File: config.mk
export PLATFORM = sky130hd
export DESIGN_NAME = ram_delay_line
export DESIGN_NICKNAME = d
export VERILOG_FILES = /design/src/rtl/dly_pkg.sv /design/src/rtl/dly_ptr.sv /design/src/rtl/dly_fill.sv /design/src/rtl/dly_store.sv /design/src/rtl/ram_delay_line.sv
export SDC_FILE = /design/constraint.sdc
export NUM_CORES = 1
export LEC_CHECK = 0
export BUFFER_PORTS_ARGS = -buffer_cell sky130_fd_sc_hd__buf_2
export CAP_MARGIN = 15
export CORE_ASPECT_RATIO = 1.25
export CORE_MARGIN = 2
export CORE_UTILIZATION = 60
export CTS_CLUSTER_SIZE = 10
export DETAILED_ROUTE_END_ITERATION = 7
export PLACE_DENSITY = 0.77
export SLEW_MARGIN = 20
export SYNTH_ARGS = -nofsm -noshare
export SYNTH_HDL_FRONTEND = slang
export SYNTH_SLANG_ARGS = --single-unit
File: constraint.sdc
create_clock -name clk -period 3.9 [get_ports clk]
set_clock_uncertainty 0.2 [all_clocks]
set_input_delay 0.195 -clock clk [delete_from_list [all_inputs] [get_ports clk]]
set_output_delay 0.195 -clock clk [all_outputs]
set_load 0.05 [all_outputs]
File: src/rtl/dly_pkg.sv
package dly_pkg;

   // How unwritten RAM words are kept out of the output after reset.
   typedef enum logic {
      STORE_MASKED  = 1'b0,   // fill counter forces zero until primed
      STORE_CLEARED = 1'b1    // every RAM word is zeroed by reset
   } store_mode_e;

   // Address width for a RAM of the given depth (at least one bit).
   function automatic int unsigned addr_bits(input int unsigned depth);
      return (depth <= 2) ? 1 : $clog2(depth);
   endfunction

endpackage

File: src/rtl/dly_ptr.sv
module dly_ptr #(
   parameter int unsigned   DEPTH = 16,
   parameter int unsigned   AW    = 4,
   parameter logic [AW-1:0] START = '0
) (
   input  logic          clk,
   input  logic          rst,
   input  logic          adv,
   output logic [AW-1:0] ptr
);
   localparam logic [AW-1:0] TOP = AW'(DEPTH - 1);

   logic [AW-1:0] nxt;

   always_comb begin
      nxt = (ptr == TOP) ? '0 : ptr + 1'b1;
   end

   always_ff @(posedge clk) begin
      if (rst)
         ptr <= START;
      else if (adv)
         ptr <= nxt;
   end
endmodule

File: src/rtl/dly_fill.sv
module dly_fill #(
   parameter int unsigned DEPTH = 16,
   parameter int unsigned AW    = 4
) (
   input  logic clk,
   input  logic rst,
   input  logic adv,
   output logic primed
);
   localparam logic [AW-1:0] GOAL = AW'(DEPTH - 1);

   logic [AW-1:0] seen;

   // High once DEPTH-1 enabled cycles have passed: from then on the read
   // address only lands on entries that were written since reset.
   assign primed = (seen == GOAL);

   always_ff @(posedge clk) begin
      if (rst)
         seen <= '0;
      else if (adv && !primed)
         seen <= seen + 1'b1;
   end
endmodule

File: src/rtl/dly_store.sv
module dly_store #(
   parameter int unsigned          DATA_W = 8,
   parameter int unsigned          DEPTH  = 16,
   parameter int unsigned          AW     = 4,
   parameter dly_pkg::store_mode_e MODE   = dly_pkg::STORE_MASKED
) (
   input  logic              clk,
   input  logic              rst,
   input  logic              en,
   input  logic [AW-1:0]     wr_addr,
   input  logic [DATA_W-1:0] wr_data,
   input  logic [AW-1:0]     rd_addr,
   input  logic              primed,
   output logic [DATA_W-1:0] rd_data
);
   logic [DATA_W-1:0] mem [DEPTH];
   logic [DATA_W-1:0] word;

   generate
      if (MODE == dly_pkg::STORE_CLEARED) begin : g_cleared
         always_ff @(posedge clk) begin
            if (rst) begin
               for (int i = 0; i < int'(DEPTH); i++)
                  mem[i] <= '0;
            end else if (en) begin
               mem[wr_addr] <= wr_data;
            end
         end
      end else begin : g_masked
         always_ff @(posedge clk) begin
            if (en)
               mem[wr_addr] <= wr_data;
         end
      end
   endgenerate

   // Read and write addresses differ on every cycle, so there is no
   // same-address collision to resolve.
   always_comb begin
      word = primed ? mem[rd_addr] : '0;
   end

   always_ff @(posedge clk) begin
      if (rst)
         rd_data <= '0;
      else if (en)
         rd_data <= word;
   end
endmodule

File: src/rtl/ram_delay_line.sv
module ram_delay_line #(
   parameter int unsigned          DATA_W = 8,
   parameter int unsigned          DEPTH  = 16,
   parameter dly_pkg::store_mode_e MODE   = dly_pkg::STORE_MASKED
) (
   input  logic              clk,
   input  logic              rst,
   input  logic              shift_en,
   input  logic [DATA_W-1:0] din,
   output logic [DATA_W-1:0] dout
);
   localparam int unsigned   AW    = dly_pkg::addr_bits(DEPTH);
   localparam logic [AW-1:0] FIRST = '0;
   localparam logic [AW-1:0] LAST  = AW'(DEPTH - 1);

   generate
      if (DEPTH < 2) begin : g_bad_depth
         $error("ram_delay_line: DEPTH must be at least 2");
      end
      if (DATA_W < 1) begin : g_bad_width
         $error("ram_delay_line: DATA_W must be at least 1");
      end
   endgenerate

   logic [AW-1:0] rd_ptr;
   logic [AW-1:0] wr_ptr;
   logic          primed;

   dly_ptr #(.DEPTH(DEPTH), .AW(AW), .START(FIRST)) u_rd_ptr (
      .clk (clk),
      .rst (rst),
      .adv (shift_en),
      .ptr (rd_ptr)
   );

   dly_ptr #(.DEPTH(DEPTH), .AW(AW), .START(LAST)) u_wr_ptr (
      .clk (clk),
      .rst (rst),
      .adv (shift_en),
      .ptr (wr_ptr)
   );

   generate
      if (MODE == dly_pkg::STORE_MASKED) begin : g_fill
         dly_fill #(.DEPTH(DEPTH), .AW(AW)) u_fill (
            .clk    (clk),
            .rst    (rst),
            .adv    (shift_en),
            .primed (primed)
         );
      end else begin : g_nofill
         assign primed = 1'b1;
      end
   endgenerate

   dly_store #(.DATA_W(DATA_W), .DEPTH(DEPTH), .AW(AW), .MODE(MODE)) u_store (
      .clk     (clk),
      .rst     (rst),
      .en      (shift_en),
      .wr_addr (wr_ptr),
      .wr_data (din),
      .rd_addr (rd_ptr),
      .primed  (primed),
      .rd_data (dout)
   );
endmodule

; Word level (Yosys, flattened, before mapping)
; Memory sizes are Yosys's and may differ from the RTL's. A register that Yosys moved wholly into a read port is not among the register bits.
; Index checks and enable logic that the tools add are counted.
[op_classes]
add_sub_neg = 3
n_eq_ne = 3
muxes = 7
n_reduce_logical = 2
[ops]
columns = operator, n
row1 = 2-to-1 mux 4 bit, 4
row2 = "adder 4 x 1 -> 4 bit, second input constant", 3
row3 = "== test 4 bit, second input constant", 3
row4 = 2-to-1 mux 8 bit, 1
row5 = 2-to-1 mux 1 bit, 2
row6 = logical AND 1 bit, 1
row7 = logical NOT 1 bit, 1
[word_totals]
ff_bits = 20
ram_bits = 128
inputBits = 11
out_inout_bits = 8
word_cells = 20
mem_count = 1
[memory_table]
columns = name, depth, word_bits, rd, rd_ports_with_merged_regs, write_ports, line_no
row1 = u_store.mem, 16, 8, 1, 1, 1, dly_store.sv:16  ; logic [DATA_W-1:0] mem [DEPTH];

; Depth between registers and ports, before layout
[depth]
ltp_word = 4
depth_mapped = 6
ltp_nobuf = 5

; Cells and area by module
; From an unflattened synthesis, not the netlist that was laid out.
[hier_totals]
hier_cells = 310
area_unflattened_um2 = 5876.9
[by_module_without_submodules]
columns = module, n_inst, cells_per_inst, area_per_inst_um2, seq_area_each_um2
row1 = dly_store, 1, 252, 5306.3, 4003.8
row2 = dly_fill, 1, 20, 209.0, 80.1
row3 = dly_ptr at u_wr_ptr, 1, 19, 187.7, 80.1
row4 = dly_ptr at u_rd_ptr, 1, 19, 173.9, 80.1

; Worst setup path before layout
; No wires, ideal clock.
[synth_timing]
kind = register to register
start = register (tool-made name)
end = register u_store.rd_data[0]
setup_time_ns = 0.125
arrival_ns = 1.553
required_ns = 3.575
path_slack_ns = 2.022
stages_incl_launch_ff = 7
path_buffers = 2
synth_period_minus_slack_ns = 1.878
path_cell_list = dfxtp_1 -> buf_6 -> buf_6 -> mux4_1 -> mux2_2 -> a22oi_1 -> o21ai_1
[synth_rtl]
columns = item, line_no
row1 = to (signal assigned), dly_store.sv:47  ; rd_data <= word;
row2 = to (decl), dly_store.sv:14  ; output logic [DATA_W-1:0] rd_data

==> run metrics <==
Critical Path AT 2.75 ns; Post-DRT Antenna Nets 0; Post-synth EDFFs 128; post-DP HPWL 6440 um; Global Route Usage Sum 22.8%; Root Driver clkbuf_16; Syn Inst Count 303; drt wl/cell 23.2 um; total core area 0.00961 mm^2; Routed WL 11,100 um; vias in the first global route 3,071; VDD IR-drop max 0.000347 V; Tot Pwr 3.62 mW; share of flip-flops with an asynchronous set or reset 0%; Layout area overhead 14.8%; Int Pwr 2.88 mW; cell depth of the worst flop-to-flop path 5; Placed Cells incl. Taps 439; CTS clk-pin slew, worst paths 0.06 ns; Final Hold Viols 0; Hold Path Class primary input to flop; minimum clock period 2.64 ns; htree depth 4; DRT iter0 DRCs 195; synthesized area per cell 19.6 um^2; max cap viols 0; largest net degree at the start of global routing 20; TritonCTS clock tree yes; Fmax achieved 378 MHz; Hold Path Stages 2; initial antenna violation count 0; buffer depth of the longest clock path 2; crit path kind flop to flop; Hold Startpoint shift_en; Leak 2.29 nW; grt total ovfl 0; Vias per Instance 6.10; Post-Route Setup TNS 0 ns; RR Endpoint u_store.rd_data[2]; critical path required time 4.00 ns; Post-Syn Area 0.00594 mm^2; Distinct cells, synth 33; Sequential Power Share 50.8%; Sw Pwr 0.740 mW; power density over cell area 530 mW/mm^2; via count 2,933; crit path max fanout 17; row cnt 40; Seq/Total Area, Yosys 72.7%; R2R Setup Slk 1.26 ns; CTS Buf Count 17; 1st-pass router iterations 5; hold_ws 0.0201 ns; Worst Setup Start Kind flop; Clock Sink Count 152; Yosys reg bits 152; Synth warnings 0; antenna cells 0; Post-Syn Nets 320; RSZ-0062 raised after global routing false; Initial Utilization 61.9%; Clk network pwr share 44.6%; period utilisation layout 67.8%; crit end category flop; hold endpoint u_wr_ptr.ptr[1]; status finished, final reports clean; ys flop type edfxtp_1; Clk Latency, worst-skew pair 0.42 ns; layout cell share with drive strength beyond 1 20.8%; headroom to the max-slew limit 32.4%; non-filler instance count after layout 481; final slew viol count 0; full die area 0.0107 mm^2; Comb pwr share 4.6%; wire length of the first global-routing pass 17,000 um; final setup fails 0; Die Y 115 um; Worst Tran Pin Value 1.01 ns; Net Sw Frac 20.4%; Final nets 359; Die Width 93.0 um; IO Pins 19; setup bufs post-CTS 0; GPL Wtd Cong 0.753; port bufs 18; Post-route DRC 0
[cell usage after synthesis, types with 2 or more instances]
cell      number  area [um^2]
ha_1           6         75.1
clkbuf_1       3         11.3
o21ai_1        7         35.0
nor3b_1        2         15.0
nand3_1        5         25.0
mux4_1        19          499
and2_1        16          100
o21ai_0        5         25.0
mux2i_1       10          100
a22oi_1        8         60.1
nand2_1        9         33.8
and3_1         3         18.8
buf_6          3         33.8
buf_4          2         15.0
edfxtp_1     128         3840
mux4_2        13          293
dfxtp_1       24          480
inv_1          3         11.3
buf_1          3         11.3
xor2_1         3         26.3
a21oi_1        6         30.0
nor2_1         7         26.3
mux2_2         8         90.1
[metrics by stage]
stage	setup WS [ns]	utilization (%)	cell area, um^2
2_1_floorplan	2.02	-	5940
3_3_place_gp	1.39	63.9	6140
6_report	1.26	71.0	6830
4_1_cts	1.26	71.0	6830
5_1_grt	1.12	71.0	6830
3_5_place_dp	1.34	63.9	6140
[final cells by class]
class / count / area, um^2
fill: 595 / 2780
multi-input combinational: 135 / 1520
tap: 126 / 158
timing repair buffer: 33 / 228
clock inverter: 14 / 158
clock buffer: 18 / 429
sequential: 152 / 4330
inverter: 3 / 11.3
[power groups by stage]
stage                     logic (mW)  registers, mW  clock network, mW
after global placement         0.153           1.87                  0
final                          0.167           1.84               1.61
after detailed placement       0.158           1.87                  0
after CTS                      0.169           1.84               1.63
after global routing           0.182           1.84               1.69
after floorplan                0.121           1.85                  0
[registers in the layout, summed over array words and instances (netlist names), named ones only]
| signal | cells |
|---|---|
| u_store.mem | 128 |
| u_store.rd_data | 8 |
| g_fill.u_fill.seen | 4 |
| u_wr_ptr.ptr | 4 |
| u_rd_ptr.ptr | 4 |
[logic make-up after synthesis]
kind of cell               count (synthesis)  share of synthesized area, %
adders and majority gates                  6                          1.26
DFF                                      152                          72.7
xor gates and xnor gates                   4                         0.589
AOI/OAI and AO/OA                         28                          2.76
muxes                                     50                          16.5
buffers and inverters                     16                          1.73
and+or+nand+nor                           47                          4.40
[worst max-delay path by stage]
stage | startpoint | end | depth (start not counted)
6_report | flop | u_store.rd_data[2] | 5
3_5_place_dp | flop | u_store.rd_data[2] | 5
2_1_floorplan | flop | u_store.rd_data[0] | 6
4_1_cts | flop | u_store.rd_data[2] | 5
3_3_place_gp | flop | u_store.rd_data[2] | 5
5_1_grt | flop | u_store.rd_data[2] | 5
[critical path, cell delays in order (launching register included)]
cell,delay [ns]
dfxtp_1,0.90
buf_4,0.29
mux4_1,0.58
mux2_2,0.30
a22oi_1,0.16
o21ai_1,0.09
[cells in the final DEF, fill, tap and decap left out, types with 8 or more instances in the layout]
cell type,instances
edfxtp_1,128
a22oi_1,8
clkbuf_16,17
mux2i_1,10
and2_1,16
buf_2,18
mux4_1,19
mux4_2,13
nand2_1,9
dfxtp_1,23
mux2_2,8
dlygate4sd3_1,10
[metal layers]
layer / global-route usage [%] / vias up / share of wire, %
li1: - / 1319 / -
met1: 28.5 / 1495 / 39
met2: 38.4 / 104 / 53
met3: 5.18 / 15 / 5.4
met4: 10.3 / 0 / 1.8
met5: 0 / - / 0
[timing repair]
action                                  CTS  global route
hold endpoints to repair                140             0
endpoints found under the setup margin    0             0
gates resized for setup                   0             0
hold buffers                             10             0
Power figures use the tool's default switching activity.
